## src/rtl/dsd_pkg.sv

```systemverilog
package dsd_pkg;

   localparam int INSN_W = 32;
   localparam int REG_W  = 5;
   localparam int OPC_W  = 6;
   localparam int FN_W   = 6;

   // field positions inside the instruction word
   localparam int OPC_LSB = INSN_W - OPC_W;
   localparam int RS_LSB  = OPC_LSB - REG_W;
   localparam int RT_LSB  = RS_LSB - REG_W;
   localparam int RD_LSB  = RT_LSB - REG_W;

   typedef enum logic [1:0] {
      DEP_NONE  = 2'd0,
      DEP_BOTH  = 2'd1,
      DEP_READ  = 2'd2,
      DEP_WRITE = 2'd3
   } dep_e;

   // primary opcodes
   localparam logic [OPC_W-1:0] OP_SPECIAL = 6'h00;
   localparam logic [OPC_W-1:0] OP_REGIMM  = 6'h01;
   localparam logic [OPC_W-1:0] OP_JLINK   = 6'h03;
   localparam logic [OPC_W-1:0] OP_BEQ     = 6'h04;
   localparam logic [OPC_W-1:0] OP_BNE     = 6'h05;
   localparam logic [OPC_W-1:0] OP_BLEZ    = 6'h06;
   localparam logic [OPC_W-1:0] OP_BGTZ    = 6'h07;
   localparam logic [OPC_W-1:0] OP_UPPER   = 6'h0F;
   localparam logic [OPC_W-1:0] OP_COPV    = 6'h12;
   localparam logic [OPC_W-1:0] OP_LDL     = 6'h22;
   localparam logic [OPC_W-1:0] OP_LDR     = 6'h26;
   localparam logic [OPC_W-1:0] OP_CLD     = 6'h32;
   localparam logic [OPC_W-1:0] OP_CST     = 6'h3A;

   typedef struct packed {
      logic [OPC_W-1:0] opc;
      logic [REG_W-1:0] rs;
      logic [FN_W-1:0]  fn;
      logic             is_nop;
      logic             hit_rs;
      logic             hit_rt;
      logic             hit_rd;
      logic             hit_link;
   } slot_t;

   typedef struct packed {
      logic rd_use;
      logic wr_use;
   } use_t;

endpackage

```

## src/rtl/dsd_fields.sv

```systemverilog
module dsd_fields
   import dsd_pkg::*;
#(
   parameter int LINK_REG = 31
) (
   input  logic [REG_W-1:0]  load_reg,
   input  logic [INSN_W-1:0] slot_insn,
   output slot_t             fld
);

   localparam logic [REG_W-1:0] LINK_ID = REG_W'(LINK_REG);

   logic [REG_W-1:0] rt_f;
   logic [REG_W-1:0] rd_f;
   logic [RD_LSB-FN_W-1:0] unused_shamt;

   assign rt_f         = slot_insn[RT_LSB +: REG_W];
   assign rd_f         = slot_insn[RD_LSB +: REG_W];
   assign unused_shamt = slot_insn[RD_LSB-1:FN_W];

   always_comb begin
      fld          = '0;
      fld.opc      = slot_insn[OPC_LSB +: OPC_W];
      fld.rs       = slot_insn[RS_LSB +: REG_W];
      fld.fn       = slot_insn[FN_W-1:0];
      fld.is_nop   = (slot_insn == '0);
      fld.hit_rs   = (fld.rs == load_reg);
      fld.hit_rt   = (rt_f == load_reg);
      fld.hit_rd   = (rd_f == load_reg);
      fld.hit_link = (load_reg == LINK_ID);
   end

endmodule

```

## src/rtl/dsd_rules.sv

```systemverilog
module dsd_rules
   import dsd_pkg::*;
(
   input  slot_t fld,
   output use_t  usage
);

   // read/write mask for the special-opcode function space
   use_t spc;
   always_comb begin
      spc = '0;
      unique case (fld.fn)
         6'h00, 6'h02, 6'h03: begin
            spc.rd_use = fld.hit_rt;
            spc.wr_use = fld.hit_rd;
         end
         6'h04, 6'h06, 6'h07,
         6'h20, 6'h21, 6'h22, 6'h23,
         6'h24, 6'h25, 6'h26, 6'h27,
         6'h2A, 6'h2B: begin
            spc.rd_use = fld.hit_rs | fld.hit_rt;
            spc.wr_use = fld.hit_rd;
         end
         6'h08:        spc.rd_use = fld.hit_rs;
         6'h09: begin
            spc.rd_use = fld.hit_rs;
            spc.wr_use = fld.hit_rd;
         end
         6'h10, 6'h12: spc.wr_use = fld.hit_rd;
         6'h11, 6'h13: spc.rd_use = fld.hit_rs;
         6'h18, 6'h19, 6'h1A, 6'h1B:
                       spc.rd_use = fld.hit_rs | fld.hit_rt;
         default:      spc = '0;
      endcase
   end

   // read/write mask for the coprocessor move group
   use_t cop;
   always_comb begin
      cop = '0;
      if (fld.fn == '0) begin
         unique case (fld.rs)
            5'd0, 5'd2: cop.wr_use = fld.hit_rt;
            5'd4, 5'd6: cop.rd_use = fld.hit_rt;
            default:    cop = '0;
         endcase
      end
   end

   always_comb begin
      usage = '0;
      if (!fld.is_nop) begin
         unique case (fld.opc)
            OP_SPECIAL: usage = spc;
            OP_COPV:    usage = cop;
            OP_JLINK:   usage.wr_use = fld.hit_link;
            OP_UPPER:   usage.wr_use = fld.hit_rt;
            6'h08, 6'h09, 6'h0A, 6'h0B, 6'h0C, 6'h0D, 6'h0E,
            6'h20, 6'h21, 6'h23, 6'h24, 6'h25: begin
               usage.rd_use = fld.hit_rs;
               usage.wr_use = fld.hit_rt;
            end
            OP_LDL, OP_LDR: begin
               // write match masks the read match
               usage.wr_use = fld.hit_rt;
               usage.rd_use = fld.hit_rs & ~fld.hit_rt;
            end
            6'h28, 6'h29, 6'h2A, 6'h2B, 6'h2E:
               usage.rd_use = fld.hit_rs | fld.hit_rt;
            OP_CLD, OP_CST:
               usage.rd_use = fld.hit_rs;
            // branches and every unlisted opcode report nothing
            default: usage = '0;
         endcase
      end
   end

endmodule

```

## src/rtl/dsd_stage.sv

```systemverilog
module dsd_stage
   import dsd_pkg::*;
#(
   parameter int ASYNC_RESET = 0
) (
   input  logic       clk,
   input  logic       rst_n,
   input  logic       in_valid,
   input  use_t       usage,
   output logic       out_valid,
   output logic [1:0] dep_code
);

   dep_e code_d;

   always_comb begin
      unique case ({usage.rd_use, usage.wr_use})
         2'b11:   code_d = DEP_BOTH;
         2'b10:   code_d = DEP_READ;
         2'b01:   code_d = DEP_WRITE;
         default: code_d = DEP_NONE;
      endcase
   end

   generate
      if (ASYNC_RESET != 0) begin : g_async
         always_ff @(posedge clk or negedge rst_n) begin
            if (!rst_n) begin
               out_valid <= 1'b0;
               dep_code  <= DEP_NONE;
            end else begin
               out_valid <= in_valid;
               if (in_valid) dep_code <= code_d;
            end
         end
      end else begin : g_sync
         always_ff @(posedge clk) begin
            if (!rst_n) begin
               out_valid <= 1'b0;
               dep_code  <= DEP_NONE;
            end else begin
               out_valid <= in_valid;
               if (in_valid) dep_code <= code_d;
            end
         end
      end
   endgenerate

endmodule

```

## src/rtl/dsd_classifier.sv

```systemverilog
module dsd_classifier
   import dsd_pkg::*;
#(
   parameter int LINK_REG    = 31,
   parameter int ASYNC_RESET = 0
) (
   input  logic        clk,
   input  logic        rst_n,
   input  logic        in_valid,
   input  logic [4:0]  load_reg,
   input  logic [31:0] slot_insn,
   output logic        out_valid,
   output logic [1:0]  dep_code
);

   generate
      if (LINK_REG < 0 || LINK_REG >= (1 << REG_W)) begin : g_bad_link
         $error("LINK_REG must name a register in the file");
      end
      if (ASYNC_RESET != 0 && ASYNC_RESET != 1) begin : g_bad_rst
         $error("ASYNC_RESET must be 0 or 1");
      end
      if (INSN_W != OPC_W + 3 * REG_W + 5 + FN_W) begin : g_bad_fmt
         $error("instruction field widths do not fill the word");
      end
   endgenerate

   slot_t fld;
   use_t  usage;

   dsd_fields #(.LINK_REG(LINK_REG)) u_fields (
      .load_reg  (load_reg),
      .slot_insn (slot_insn),
      .fld       (fld)
   );

   dsd_rules u_rules (
      .fld   (fld),
      .usage (usage)
   );

   dsd_stage #(.ASYNC_RESET(ASYNC_RESET)) u_stage (
      .clk       (clk),
      .rst_n     (rst_n),
      .in_valid  (in_valid),
      .usage     (usage),
      .out_valid (out_valid),
      .dep_code  (dep_code)
   );

endmodule

```

## config.mk

```make
export PLATFORM = sky130hd
export DESIGN_NAME = dsd_classifier
export DESIGN_NICKNAME = d
export VERILOG_FILES = /design/src/rtl/dsd_pkg.sv /design/src/rtl/dsd_fields.sv /design/src/rtl/dsd_rules.sv /design/src/rtl/dsd_stage.sv /design/src/rtl/dsd_classifier.sv
export SDC_FILE = /design/constraint.sdc
export NUM_CORES = 1
export LEC_CHECK = 0
export BUFFER_PORTS_ARGS = -buffer_cell sky130_fd_sc_hd__clkbuf_2
export CAP_MARGIN = 20
export CORE_MARGIN = 1.5
export CORE_UTILIZATION = 42
export DETAILED_ROUTE_END_ITERATION = 10
export PLACE_DENSITY = 0.76
export SETUP_SLACK_MARGIN = 0.02
export SYNTH_ARGS = -nofsm -noshare
export SYNTH_HDL_FRONTEND = slang
export SYNTH_HIERARCHICAL = 1
export SYNTH_SLANG_ARGS = --single-unit
```

## constraint.sdc

```tcl
create_clock -name clk -period 2.5 [get_ports clk]
set_clock_uncertainty 0.2 [all_clocks]
set_input_delay 0.625 -clock clk [delete_from_list [all_inputs] [get_ports clk]]
set_output_delay 0.625 -clock clk [all_outputs]
set_load 0.03 [all_outputs]
```

==> impl_metrics.json, run 1 <==
{
  "r2r_setup_slack_ns": 1.69,
  "fp.dieH_um": 49.51,
  "grt_util_all_layers_pct": 25.64,
  "period_share_pct": 103.8,
  "grt_pass1_vias": 1112,
  "drt_iter0_drc": 50,
  "synth_area_um2": 908.4,
  "cts_root_buffer": "clkbuf_4",
  "core_um2": 2002,
  "reg2reg_depth": 2,
  "initial_core_util_pct": 45.37,
  "drc": 1,
  "crit_required_ns": 2.43,
  "final.setup.worst_slack_ns": -0.09495,
  "start_kind": "input port",
  "vias": 1171,
  "cts_sinks": 3,
  "min_path_type": "flop to flop",
  "design_area_um2": 1365,
  "cts_tree": "yes",
  "violations": "DRC, setup timing",
  "power_switching_uw": 130.7,
  "crit_path_end": "u_stage/dep_code[1]",
  "p_sw_share_pct": 38.27,
  "clock_latency_ns": 0.24,
  "antenna_found_initial": 0,
  "area.sequential_um2": 60.06,
  "drt-total-wl_um": 3338,
  "outcome": "finished, violations left",
  "multi_input_area_um2": 824.5,
  "path_class": "input port to flop",
  "die-area_um2": 2451,
  "clockBufferDepth": 2,
  "ys_warn_count": 6,
  "hpwl_um": 2349,
  "final_max_slew_viol_count": 0,
  "clkSlewWorstSetupHoldPaths_ns": 0.04,
  "drive_gt1_share_pct": 48.86,
  "cap_violations": 0,
  "max_clock_freq_mhz": 385.4,
  "hold_violations": 0,
  "num-fill-cells": 170,
  "viasPerCell": 5.768,
  "area_delta_synth_final_pct": 50.28,
  "diodes": 0,
  "leakagePower_uw": 0.0005764,
  "dieWidth_um": 49.51,
  "dpl_cell_area_um2": 1195,
  "cts_buffers": 3,
  "ios": 43,
  "rsz0062_at_grt": "yes",
  "r2r_start": "u_stage/dep_code[0]",
  "clkPwrFrac_pct": 25.5,
  "vdd_ir_drop_max_uv": 331.7,
  "syn_avg_cell_area_um2": 7.042,
  "post-place-ws_ns": -0.3410,
  "finalSetupViolations": 2,
  "seq_power_share_pct": 15.2,
  "power_density_nw_per_um2": 250.1,
  "grt_pass1_wl_um": 4871,
  "num_rows": 16,
  "arrival_ns": 2.52,
  "ctsHtreeMaxLevel": 1,
  "gp_congestion": 0.8533,
  "wl_per_cell_um": 16.44,
  "comb_power_share_pct": 59.2,
  "syn_nets": 171,
  "critPathLaunch": "slot_insn[18]",
  "drt_first_pass_iters": 7,
  "p_int_uw": 210.8,
  "min_from": "u_stage/dep_code[1]",
  "finalCriticalPeriod_ns": 2.595,
  "netlist_instances": 129,
  "end_kind": "flop",
  "antenna_left": 0,
  "tightestPinTransition_ns": 0.3380,
  "grt_overflow": 0,
  "nets": 219,
  "io_buffers": 42,
  "reg2reg_to": "u_stage/dep_code[0]",
  "postCtsSetupBuffers": 0,
  "crit_fanout": 3,
  "max-slew-margin-rel_pct": 77.26,
  "grt_max_degree": 11
}
stage by stage:
stage	hold slack (ns)	power (uW)	util, %	setup TNS (ns)	cells
floorplan	0.4333	159.7	-	-0.01475	129
global placement	0.2664	215.7	59.69	-0.4349	199
detailed placement	0.2709	223.4	59.69	-0.5987	199
CTS	0.2794	321.2	63.13	-0.04450	203
global route	0.3204	365.2	68.19	-0.3026	203
finish	0.2826	341.4	68.19	-0.1073	203
state kept, by name (all words and copies together) (netlist names):
register / cells
u_stage/out_valid: 1
u_stage/dep_code: 2
per-layer routing:
layer | vias up | wire [um] | global-route usage (%)
met4 | 0 | 123 | 7.870
met1 | 530 | 1261 | 31.34
met5 | - | 0 | 0
met3 | 14 | 228 | 6.667
li1 | 558 | - | -
met2 | 69 | 1724 | 43.92
power groups by stage:
stage                     Combinational [uW]  Sequential (uW)  Clock, uW
after floorplan                          101             58.3          0
after global routing                     217             52.5       96.1
after CTS                                179             52.1       90.0
after global placement                   163             52.7          0
final                                    202             52.1       87.2
after detailed placement                 171             52.8          0
cell type report:
type	instances	share of cell area, %
inverter	3	0.8249
timing repair buffer	62	29.97
clock buffer	4	1.925
sequential	3	4.400
multi-input combinational	104	60.40
tap	27	2.475
repair_timing:
action                                  CTS  global route
hold buffers                              0             0
endpoints found under the setup margin    2             2
pin swaps                                 1             2
gates resized for setup                   6            29
placed cells by master (no fill, tap or decap), types with 2 or more instances in the layout:
cell type and count:
xnor2_4 2, nand4_1 4, buf_8 2, a21oi_1 6, nor4_1 8, nand2b_1 2, nor3_2 2, o21ai_0 5
or2_2 2, buf_4 19, a22oi_1 2, nand2_1 5, xnor2_1 6, clkbuf_2 35, nand3_1 6, xor2_1 5
nor2_2 2, clkbuf_4 3, nor2_1 9, buf_6 5, nor2b_1 5, nor3_1 2, inv_1 3, dfxtp_1 3
worst max-delay path: stages:
cell and delay (ns):
buf_6 0.10, xnor2_2 0.16, nand3_2 0.12, nor3_4 0.18
nor4b_4 0.24, nand4_1 0.14, nor2_2 0.16, a221oi_2 0.08
a21oi_1 0.18, inv_1 0.11, ha_4 0.27, nand2_1 0.04
o211a_1 0.10
worst min path at each step:
| stage | end | slack (ns) | cells past startpoint |
|---|---|---|---|
| final | u_stage/dep_code[1] | 0.28 | 1 |
| after global routing | u_stage/dep_code[1] | 0.32 | 1 |
| after CTS | u_stage/dep_code[1] | 0.28 | 1 |
| after detailed placement | u_stage/dep_code[1] | 0.27 | 1 |
| after global placement | u_stage/dep_code[1] | 0.27 | 1 |
| after floorplan | u_stage/dep_code[0] | 0.43 | 2 |
Note: power is estimated with default switching activity, not from simulation.
==> run 2: changes to the inputs <==
- PLACE_DENSITY: 0.76 -> 0.72
==> run 2 against run 1 <==
Against the previous run:
- the run ends with setup timing left
- non-clock buffer count is 2 higher
- worst setup slack better by 0.087 ns
- register-to-register slack hardly changed
==> impl_metrics.json, run 2 (synthesis gave the netlist of run 1 again) <==
{
  "hold_violations": 0,
  "min_path_type": "flop to flop",
  "drc": 0,
  "reg.largest.list": "u_stage/dep_code: 2 flops, u_stage/out_valid: 1 flops",
  "crit_fanout": 3,
  "critPathLaunch": "slot_insn[17]",
  "r2r_start": "u_stage/dep_code[1]",
  "drive_gt1_share_pct": 46.07,
  "gp_congestion": 0.8495,
  "io_buffers": 42,
  "tightestPinTransition_ns": 0.4117,
  "start_kind": "input port",
  "clockBufferDepth": 2,
  "path_cells": "clkbuf_8, xnor2_4, nand3_2, nor3_4, buf_4, mux2i_2, nor4b_2, a221oi_1, a21oi_1, buf_4, ha_1, nor2_1, a21oi_1",
  "arrival_ns": 2.42,
  "place_inst": 200,
  "num-fill-cells": 181,
  "viasPerCell": 5.337,
  "grt_overflow": 0,
  "grt_pass1_vias": 1012,
  "holdWs_ns": 0.2893,
  "drt_first_pass_iters": 5,
  "finalCriticalPeriod_ns": 2.508,
  "finalSetupViolations": 2,
  "final_max_slew_viol_count": 0,
  "min_from": "u_stage/dep_code[1]",
  "cap_violations": 0,
  "core_um2": 2002,
  "ctsHtreeMaxLevel": 1,
  "final_cell_mix": "clkbuf_2 (40), buf_4 (22), nor2_1 (11)",
  "hold-path-cell-count": 1,
  "top_register": "u_stage/dep_code",
  "initial_core_util_pct": 45.37,
  "worstSetupPathDepth": 13,
  "slowest_stage": "a221oi_1",
  "clkSlewWorstSetupHoldPaths_ns": 0.04,
  "design_area_um2": 1294,
  "area_delta_synth_final_pct": 42.42,
  "vdd_ir_drop_max_uv": 232.4,
  "instances_no_fill": 205,
  "period_share_pct": 100.3,
  "rsz0062_at_grt": "yes",
  "violations": "setup timing",
  "final.setup.worst_slack_ns": -0.008042,
  "cts_buffers": 3,
  "path_class": "input port to flop",
  "drt_iter0_drc": 28,
  "cts_sinks": 3,
  "cts_tree": "yes",
  "dpl_cell_area_um2": 1202,
  "crit_buf_inv": 3,
  "end_kind": "flop",
  "vias": 1094,
  "max_stage_delay_ns": 0.22,
  "fp.dieH_um": 49.51,
  "power_density_nw_per_um2": 246.9,
  "max_clock_freq_mhz": 398.7,
  "clock_latency_ns": 0.23,
  "p_total_uw": 319.4,
  "final_common_cell": "clkbuf_2",
  "drt-total-wl_um": 2683,
  "max-slew-margin-rel_pct": 72.30,
  "diodes": 0,
  "nets": 221,
  "largest_reg_flops": 2,
  "dieWidth_um": 49.51,
  "reg2reg_depth": 1,
  "ios": 43,
  "wl_per_cell_um": 13.09,
  "antenna_found_initial": 0,
  "die-area_um2": 2451,
  "path_delay_family": "simple AND/OR/NAND/NOR gates",
  "outcome": "finished, violations left",
  "num_rows": 16,
  "cts_root_buffer": "clkbuf_4",
  "antenna_left": 0,
  "hpwl_um": 2195,
  "utilization_pct": 64.63,
  "leakagePower_uw": 0.0005698,
  "grt_pass1_wl_um": 4374,
  "grt_max_degree": 10,
  "grt_util_all_layers_pct": 22.00,
  "crit_required_ns": 2.42
}
==> run 2: what timing repair did <==
| action | in CTS | in global routing |
|---|---|---|
| gates resized for setup | 6 | 3 |
| hold buffers | 0 | 0 |
| setup buffers | 1 | 0 |
| endpoints found under the setup margin | 2 | 2 |
==> run 2: layout make-up <==
cell class	count	area [um2]	share of cell area [%]
clock buffers	4	26.28	2.031
repair buffers	64	392.9	30.37
well taps	27	33.78	2.611
flip-flops and latches	3	60.06	4.642
inverters	3	11.26	0.8704
multi-input cells	104	769.5	59.48
==> run 2: report_power, final <==
part / internal [uW] / switching (uW)
clock network: 59.7 / 23.4
logic: 91.5 / 92.6
registers: 50.9 / 1.19
total: 202 / 117
==> run 2: metrics by stage <==
stage / TNS (ns) / worst slack [ns]
finish: -0.01265 / -0.008042
floorplan: -0.01475 / -0.01475
global placement: -0.4505 / -0.2601
global route: -0.2912 / -0.1497
detailed placement: -0.5022 / -0.2740
CTS: -0.01207 / -0.01207
==> run 2: path summary, 6_finish.rpt <==
kind | end | slack, ns
worst min-delay path | u_stage/dep_code[1] | 0.29
worst max-delay path | u_stage/dep_code[0] | -0.008
worst min register to register | u_stage/dep_code[1] | 0.29
worst max register to register | u_stage/dep_code[1] | 1.69
==> run 2: layer usage <==
layer	part of all wire (%)	wire length [um]	GRT usage (%)	vias to the layer above
li1	-	-	-	560
met1	47	1268	29.48	506
met2	48	1301	39.64	28
met3	4.2	113	3.030	0
met4	0	0	0.4630	0
met5	0	0	0	-
